[config.mk]
export PLATFORM = sky130hd
export DESIGN_NAME = subsec_step_xfer
export DESIGN_NICKNAME = d
export VERILOG_FILES = /design/src/rtl/subsec_step_xfer.sv
export SDC_FILE = /design/constraint.sdc
export NUM_CORES = 1
export LEC_CHECK = 0
export ABC_AREA = 1
export BUFFER_PORTS_ARGS = -buffer_cell sky130_fd_sc_hd__buf_2
export CORE_MARGIN = 2
export CORE_UTILIZATION = 50
export CTS_BUF_LIST = sky130_fd_sc_hd__clkbuf_8
export CTS_CLUSTER_DIAMETER = 150
export DETAILED_ROUTE_END_ITERATION = 8
export MAX_ROUTING_LAYER = met4
export PLACE_DENSITY_LB_ADDON = 0.2
export SYNTH_ARGS = -nofsm -noshare
export SYNTH_HDL_FRONTEND = slang
export SYNTH_SLANG_ARGS = --single-unit
[constraint.sdc]
create_clock -name clk -period 2.3 [get_ports clk]
set_input_delay 0.115 -clock clk [delete_from_list [all_inputs] [get_ports clk]]
set_output_delay 0.115 -clock clk [all_outputs]
set_load 0.005 [all_outputs]
[src/rtl/subsec_step_xfer.sv]
module subsec_step_xfer #(
  parameter int LO_W  = 16,
  parameter int HI_W  = 8,
  parameter int ACC_W = 32
) (
  input  logic                  clk,
  input  logic                  rst_n,
  input  logic                  wr_en,
  input  logic [1:0]            wr_addr,
  input  logic [31:0]           wr_data,
  input  logic [1:0]            rd_addr,
  output logic [31:0]           rd_data,
  input  logic                  tick,
  output logic [LO_W+HI_W-1:0]  step_o,
  output logic [ACC_W-1:0]      acc_o
);
  localparam int STEP_W = LO_W + HI_W;

  logic [LO_W-1:0]   lo_q;
  logic [HI_W-1:0]   hi_q;
  logic              req_q;
  logic [1:0]        req_sync;
  logic              cnt_ack;
  logic [1:0]        ack_sync;
  logic [STEP_W-1:0] step_q;
  logic [ACC_W-1:0]  acc_q;

  wire ack_seen  = ack_sync[1];
  wire req_cnt   = req_sync[1];
  wire stage_ok  = wr_en && !req_q;
  wire ctrl_ok   = wr_en && (wr_addr == 2'd2) && (req_q == ack_seen);

  always_ff @(posedge clk) begin
    if (!rst_n) begin
      lo_q  <= '0;
      hi_q  <= '0;
      req_q <= 1'b0;
    end else begin
      if (stage_ok && wr_addr == 2'd0) lo_q <= wr_data[LO_W-1:0];
      if (stage_ok && wr_addr == 2'd1) hi_q <= wr_data[HI_W-1:0];
      if (ctrl_ok) req_q <= wr_data[0];
    end
  end

  always_ff @(posedge clk) begin
    if (!rst_n) begin
      req_sync <= '0;
      ack_sync <= '0;
    end else begin
      req_sync <= {req_sync[0], req_q};
      ack_sync <= {ack_sync[0], cnt_ack};
    end
  end

  always_ff @(posedge clk) begin
    if (!rst_n) begin
      cnt_ack <= 1'b0;
      step_q  <= '0;
    end else if (req_cnt && !cnt_ack) begin
      cnt_ack <= 1'b1;
      step_q  <= {hi_q, lo_q};
    end else if (!req_cnt && cnt_ack) begin
      cnt_ack <= 1'b0;
    end
  end

  always_ff @(posedge clk) begin
    if (!rst_n)    acc_q <= '0;
    else if (tick) acc_q <= acc_q + ACC_W'(step_q);
  end

  always_comb begin
    case (rd_addr)
      2'd0:    rd_data = 32'(lo_q);
      2'd1:    rd_data = 32'(hi_q);
      2'd2:    rd_data = {30'd0, ack_seen, req_q};
      default: rd_data = '0;
    endcase
  end

  assign step_o = step_q;
  assign acc_o  = acc_q;
endmodule

==> results.tsv, run 1 <==
metric	value	unit
std_cell_rows	38	
area_delta_synth_final	14.5	%
post_drt_via_cell_ratio	4.92	
grt_max_degree	64	
slew_viol_final	0	
die_area	11900	sq um
synth-seq-cells	86	
layout.cells.most_common	nand2_1	
antenna_found_initial	0	
stdcell_area	6350	sq um
maxSlewHeadroom	0.444	
powerDensity	490	nW/um^2
grt_pass1_wl	23900	microns
drt_iter0_drc	278	
cts_sinks	86	
nNetsFinal	1052	
die_h	109	microns
rsz0062_at_grt	false	
setup_tns	0	ps
status	finished clean	
place.gp.congestion	0.956	
pin_count	128	
initial_utilization	0.511	
finalHoldViolations	0	
diodes	0	
period_share	0.889	
max_freq	0.489	GHz
die_width	109	microns
drc	0	
fin_util	0.585	
finalSetupViolations	0	
wl	14500	microns
worst_pin_slew	833	ps
layout-drive-gt1-share	0.161	
hold_class	in -> reg	
slowest_stage	fa_1	
hpwl	11200	microns
ir_drop	0.000503	V
synth.distinct_cells	36	
synthesis.area	5540	sq um
worstSkewPairLatency	370	ps
yosysWarnings	0	
leakage	3.66	nW
path_clk_slew	90	ps
root_buffer	clkbuf_8	
synthCells	891	
grtUsageTotal	0.264	
crit_required	2570	ps
ctsResizeCount	0	
endpoint_kind	register	
cp_cell_sequence	ha_1, fa_1, nand2_1, nand2_1, nand3_1, nand2_2, nand2_1, nand2_1, nand2_1, nand2_1, nand2_1, nand3_1, nand2_1, inv_1	
cts_buffers	9	
grt_pass1_vias	5004	
fill_cells	1141	
coreArea	10800	sq um
htreeDepth	3	
post-cts-setup-buffers	0	
overflow	0	
cts_tree	yes	
critPathMaxFanout	4	
worstSetupPathType	reg -> reg	
num_vias	5561	
startpoint_type	register	
avgSynthCellArea	6.22	sq um
final_cell_mix	nand2_1, nor2_1, inv_1	
maxCapViolCount	0	
cp.arrival	2320	ps
wire_per_inst	12.8	microns
hold_slack	21.9	ps
slowest_delay	410	ps
io_buffers	95	
placed_area	6070	sq um
drtAntennaViolNets	0	
dp_slack	255	ps
r2r_slack	250	ps
worst_slack	254	ps
drt_first_pass_iters	6	
period_minus_slack	2050	ps
synth.yosys.seq_area_share	0.311	
cts_buffer_depth	2	
cp_common_cell	nand2_1	
finClkSkew	9.01	ps
==> power breakdown <==
group	internal, W	total, W	switching, W
registers	0.00155	0.00160	0.0000469
logic	0.000150	0.000394	0.000243
clock network	0.000562	0.00112	0.000558
==> per-layer routing <==
metal,vias up,part of all wire,GRT usage
met1,2469,0.48,0.339
li1,2918,-,-
met2,152,0.45,0.417
met3,22,0.053,0.0498
met4,0,0.019,0.0958
met5,-,0,-
==> flip-flops by register name (all words and copies together) (netlist names) <==
signal and flops:
acc_o 32, ack_sync 2, cnt_ack 1, hi_q 8, lo_q 16, req_q 1
req_sync 2, step_o 24
==> critical path: cells and delay by family (launching register included) <==
kind	cells	cell delay, ps
adders and majority gates	2	640
buffers and inverters	1	40
DFF	1	330
and+or+nand+nor	11	940
==> cell usage after synthesis, drive strengths merged <==
cell	n	share of area
clkbuf	15	0.010
nand3b	1	0.0020
o21ai	69	0.062
o21bai	2	0.0027
dfxtp	86	0.31
clkinv	2	0.0014
nor3	6	0.0095
ha	25	0.056
xor2	13	0.021
and2	5	0.0059
buf	25	0.032
a21oi	45	0.042
nand2	215	0.15
conb	1	0.00068
xnor2	1	0.0016
fa	1	0.0036
nand3	60	0.055
and2b	1	0.0014
inv	142	0.096
or2	3	0.0034
nor2	167	0.12
nand4	6	0.0068
==> worst paths after layout <==
kind	from	to	cells after the start
max	step_o[0]	acc_o[18]	14
min	wr_data[0]	lo_q[0]	3
max reg2reg	step_o[0]	acc_o[18]	14
min reg2reg	ack_sync[0]	ack_sync[1]	2
==> final cells by class <==
type,instances,area [sq um],area share
Tap cell,140,175,0.0276
Timing Repair Buffer,109,598,0.0942
Clock inverter,5,56.3,0.00887
Multi-Input combinational cell,636,3100,0.489
Inverter,144,541,0.0852
Sequential cell,86,1720,0.271
Clock buffer,11,151,0.0239
==> per-stage QoR <==
stage                     cells  total power, W
after floorplan             906         0.00190
after global placement     1108         0.00201
after detailed placement   1108         0.00201
after CTS                  1131         0.00313
after global routing       1131         0.00325
final                      1131         0.00311
==> logic make-up (layout without fill, tap and decap cells) <==
logic type,after synthesis,count (layout),share of synthesized area
flip-flops,86,86,0.311
buffers and inverters,184,269,0.140
AO/OA/AOI/OAI,116,116,0.107
adder cells (fa/ha/maj),26,26,0.0600
other,1,16,0.000677
AND/OR/NAND/NOR,464,464,0.360
XOR/XNOR,14,14,0.0221
==> timing repair <==
action                                  CTS  global route
hold buffers                              7             0
endpoints found under the setup margin    0             0
hold endpoints to repair                 14             0
(Power assumes the default switching activity.)
==> run 2: changes to the inputs <==
--- a/config.mk
+++ b/config.mk
@@ -7,7 +7,7 @@
 export LEC_CHECK = 0
 export ABC_AREA = 1
 export BUFFER_PORTS_ARGS = -buffer_cell sky130_fd_sc_hd__buf_2
-export CORE_MARGIN = 2
+export CORE_MARGIN = 4
 export CORE_UTILIZATION = 50
 export CTS_BUF_LIST = sky130_fd_sc_hd__clkbuf_8
 export CTS_CLUSTER_DIAMETER = 150
==> results.tsv, run 2 (synthesized netlist as in run 1, its figures left out) <==
metric	value	unit	change
status	finished clean		
grt_max_degree	64		unchanged
leakage	3.63	nW	-0.75%
cp.arrival	2310	ps	about the same
diodes	0		unchanged
worst_slack	259	ps	+4.16 ps
critPathMaxFanout	4		unchanged
p_sw	0.000832	W	-1.9%
slew_viol_final	0		unchanged
maxCapViolCount	0		unchanged
wl_met1	6660	microns	-3.9%
dp_slack	293	ps	+37.5 ps
ir_drop	0.000449	V	-11%
worstSetupPathType	reg -> reg		
max_freq	0.490	GHz	+0.20%
area_delta_synth_final	14.0	%	
grt_pass1_wl	24500	microns	+2.4%
wl_met2	6450	microns	-0.89%
grtUsageTotal	0.241		-0.0230
root_buffer	clkbuf_8		
overflow	0		unchanged
drtAntennaViolNets	0		unchanged
setup_tns	0	ps	unchanged
coreArea	10800	sq um	unchanged
maxSlewHeadroom	0.412		-0.0324
fill_cells	1128		-1.1%
ctsResizeCount	0		unchanged
hpwl	11300	microns	+0.87%
drc	0		unchanged
cts_buffer_depth	2		unchanged
cp-startpoint	step_o[0]		
drt_first_pass_iters	5		-1
wire_per_inst	12.9	microns	+0.47%
worstHoldStart	wr_data[6]		
worstSkewPairLatency	360	ps	about the same
antenna_found_initial	0		unchanged
cts_buffers	9		unchanged
rsz0062_at_grt	false		
die_area	12800	sq um	+7.5%
io_buffers	95		unchanged
combPwrFrac	0.126		about the same
period_minus_slack	2040	ps	-4.16 ps
p_sw_frac	0.269		-0.00335
routed.top_layer	met4		
drt_iter0_drc	367		+32%
period_share	0.888		-0.00181
finalSetupViolations	0		unchanged
std_cell_rows	38		unchanged
final_cell_mix	nand2_1, nor2_1, inv_1		
post-cts-setup-buffers	0		unchanged
path_clk_slew	80	ps	about the same
pwr-share-clk	0.357		-0.003
cts_sinks	86		unchanged
grt_pass1_vias	5209		+4.1%
htreeDepth	3		unchanged
worstReg2RegStart	step_o[0]		
layout-drive-gt1-share	0.160		-0.00137
finClkSkew	9.77	ps	+0.759 ps
die_h	113	microns	+3.7%
pin_count	128		unchanged
power	0.00309	W	-0.68%
intPower	0.00226	W	-0.22%
layout.cells.most_common	nand2_1		
startpoint_type	register		
nNetsFinal	1049		-0.29%
largest_reg_flops	32		unchanged
hold_class	in -> reg		
num_vias	5518		-0.77%
die_width	113	microns	+3.7%
post_drt_via_cell_ratio	4.90		-0.42%
wl_met3	983	microns	+27%
wl	14500	microns	+0.12%
initial_utilization	0.511		unchanged
multiInputGateArea	3100	sq um	unchanged
crit_required	2560	ps	about the same
pwr-share-seq	0.516		+0.003
place.gp.congestion	0.950		-0.57%
ff_latch_area	1720	sq um	unchanged
worst_pin_slew	882	ps	+48.5 ps
cts_tree	yes		
endpoint_kind	register		
powerDensity	489	nW/um^2	-0.25%
finalHoldViolations	0		unchanged
-- run 2: cell type report --
cell class	count	area share
multi-input combinational	636	0.491
sequential	86	0.272
timing repair buffer	106	0.0907
inverter	144	0.0855
tap	140	0.0277
clock buffer	11	0.0240
clock inverter	4	0.00851
-- run 2: layer usage --
metal  global-route usage  vias up
met2                0.376      170
met1                0.315     2425
met3               0.0412       25
li1                     -     2898
met4               0.0873        0
met5                    -        -
-- run 2: final timing paths --
check / end / slack, ps / cells past startpoint
max reg2reg: acc_o[18] / 260 / 14
min: lo_q[6] / 20 / 3
max: acc_o[18] / 260 / 14
min reg2reg: ack_sync[1] / 430 / 2
-- run 2: repair_timing --
action                                  CTS  global route
endpoints found under the setup margin    0             0
endpoints found under the hold margin    12             0
hold buffers                              6             0
-- run 2: critical path, stage by stage, from the launching register on --
cell,delay [ps]
dfxtp_1,320
ha_1,230
fa_1,410
nand2_1,120
nand2_1,70
nand3_1,90
nand2_2,100
nand2_1,70
nand2_1,70
nand2_1,160
nand2_1,70
nand2_1,60
nand3_1,60
nand2_1,80
inv_1,40
-- run 2: power groups by stage --
| stage | sequential [W] | combinational, W | clock (W) |
|---|---|---|---|
| floorplan | 0.00162 | 0.000277 | 0 |
| finish | 0.00159 | 0.000390 | 0.00110 |
| detailed placement | 0.00163 | 0.000381 | 0 |
| global route | 0.00160 | 0.000449 | 0.00120 |
| CTS | 0.00159 | 0.000390 | 0.00114 |
| global placement | 0.00163 | 0.000377 | 0 |
-- run 2: per-stage QoR --
step	std cells	utilization	instance area [sq um]	hold WS (ps)
finish	1127	0.583	6320	21.5
global placement	1106	0.558	6050	357
floorplan	906	-	5600	250
detailed placement	1106	0.558	6050	360
CTS	1127	0.583	6320	0.752
global route	1127	0.583	6320	31.0
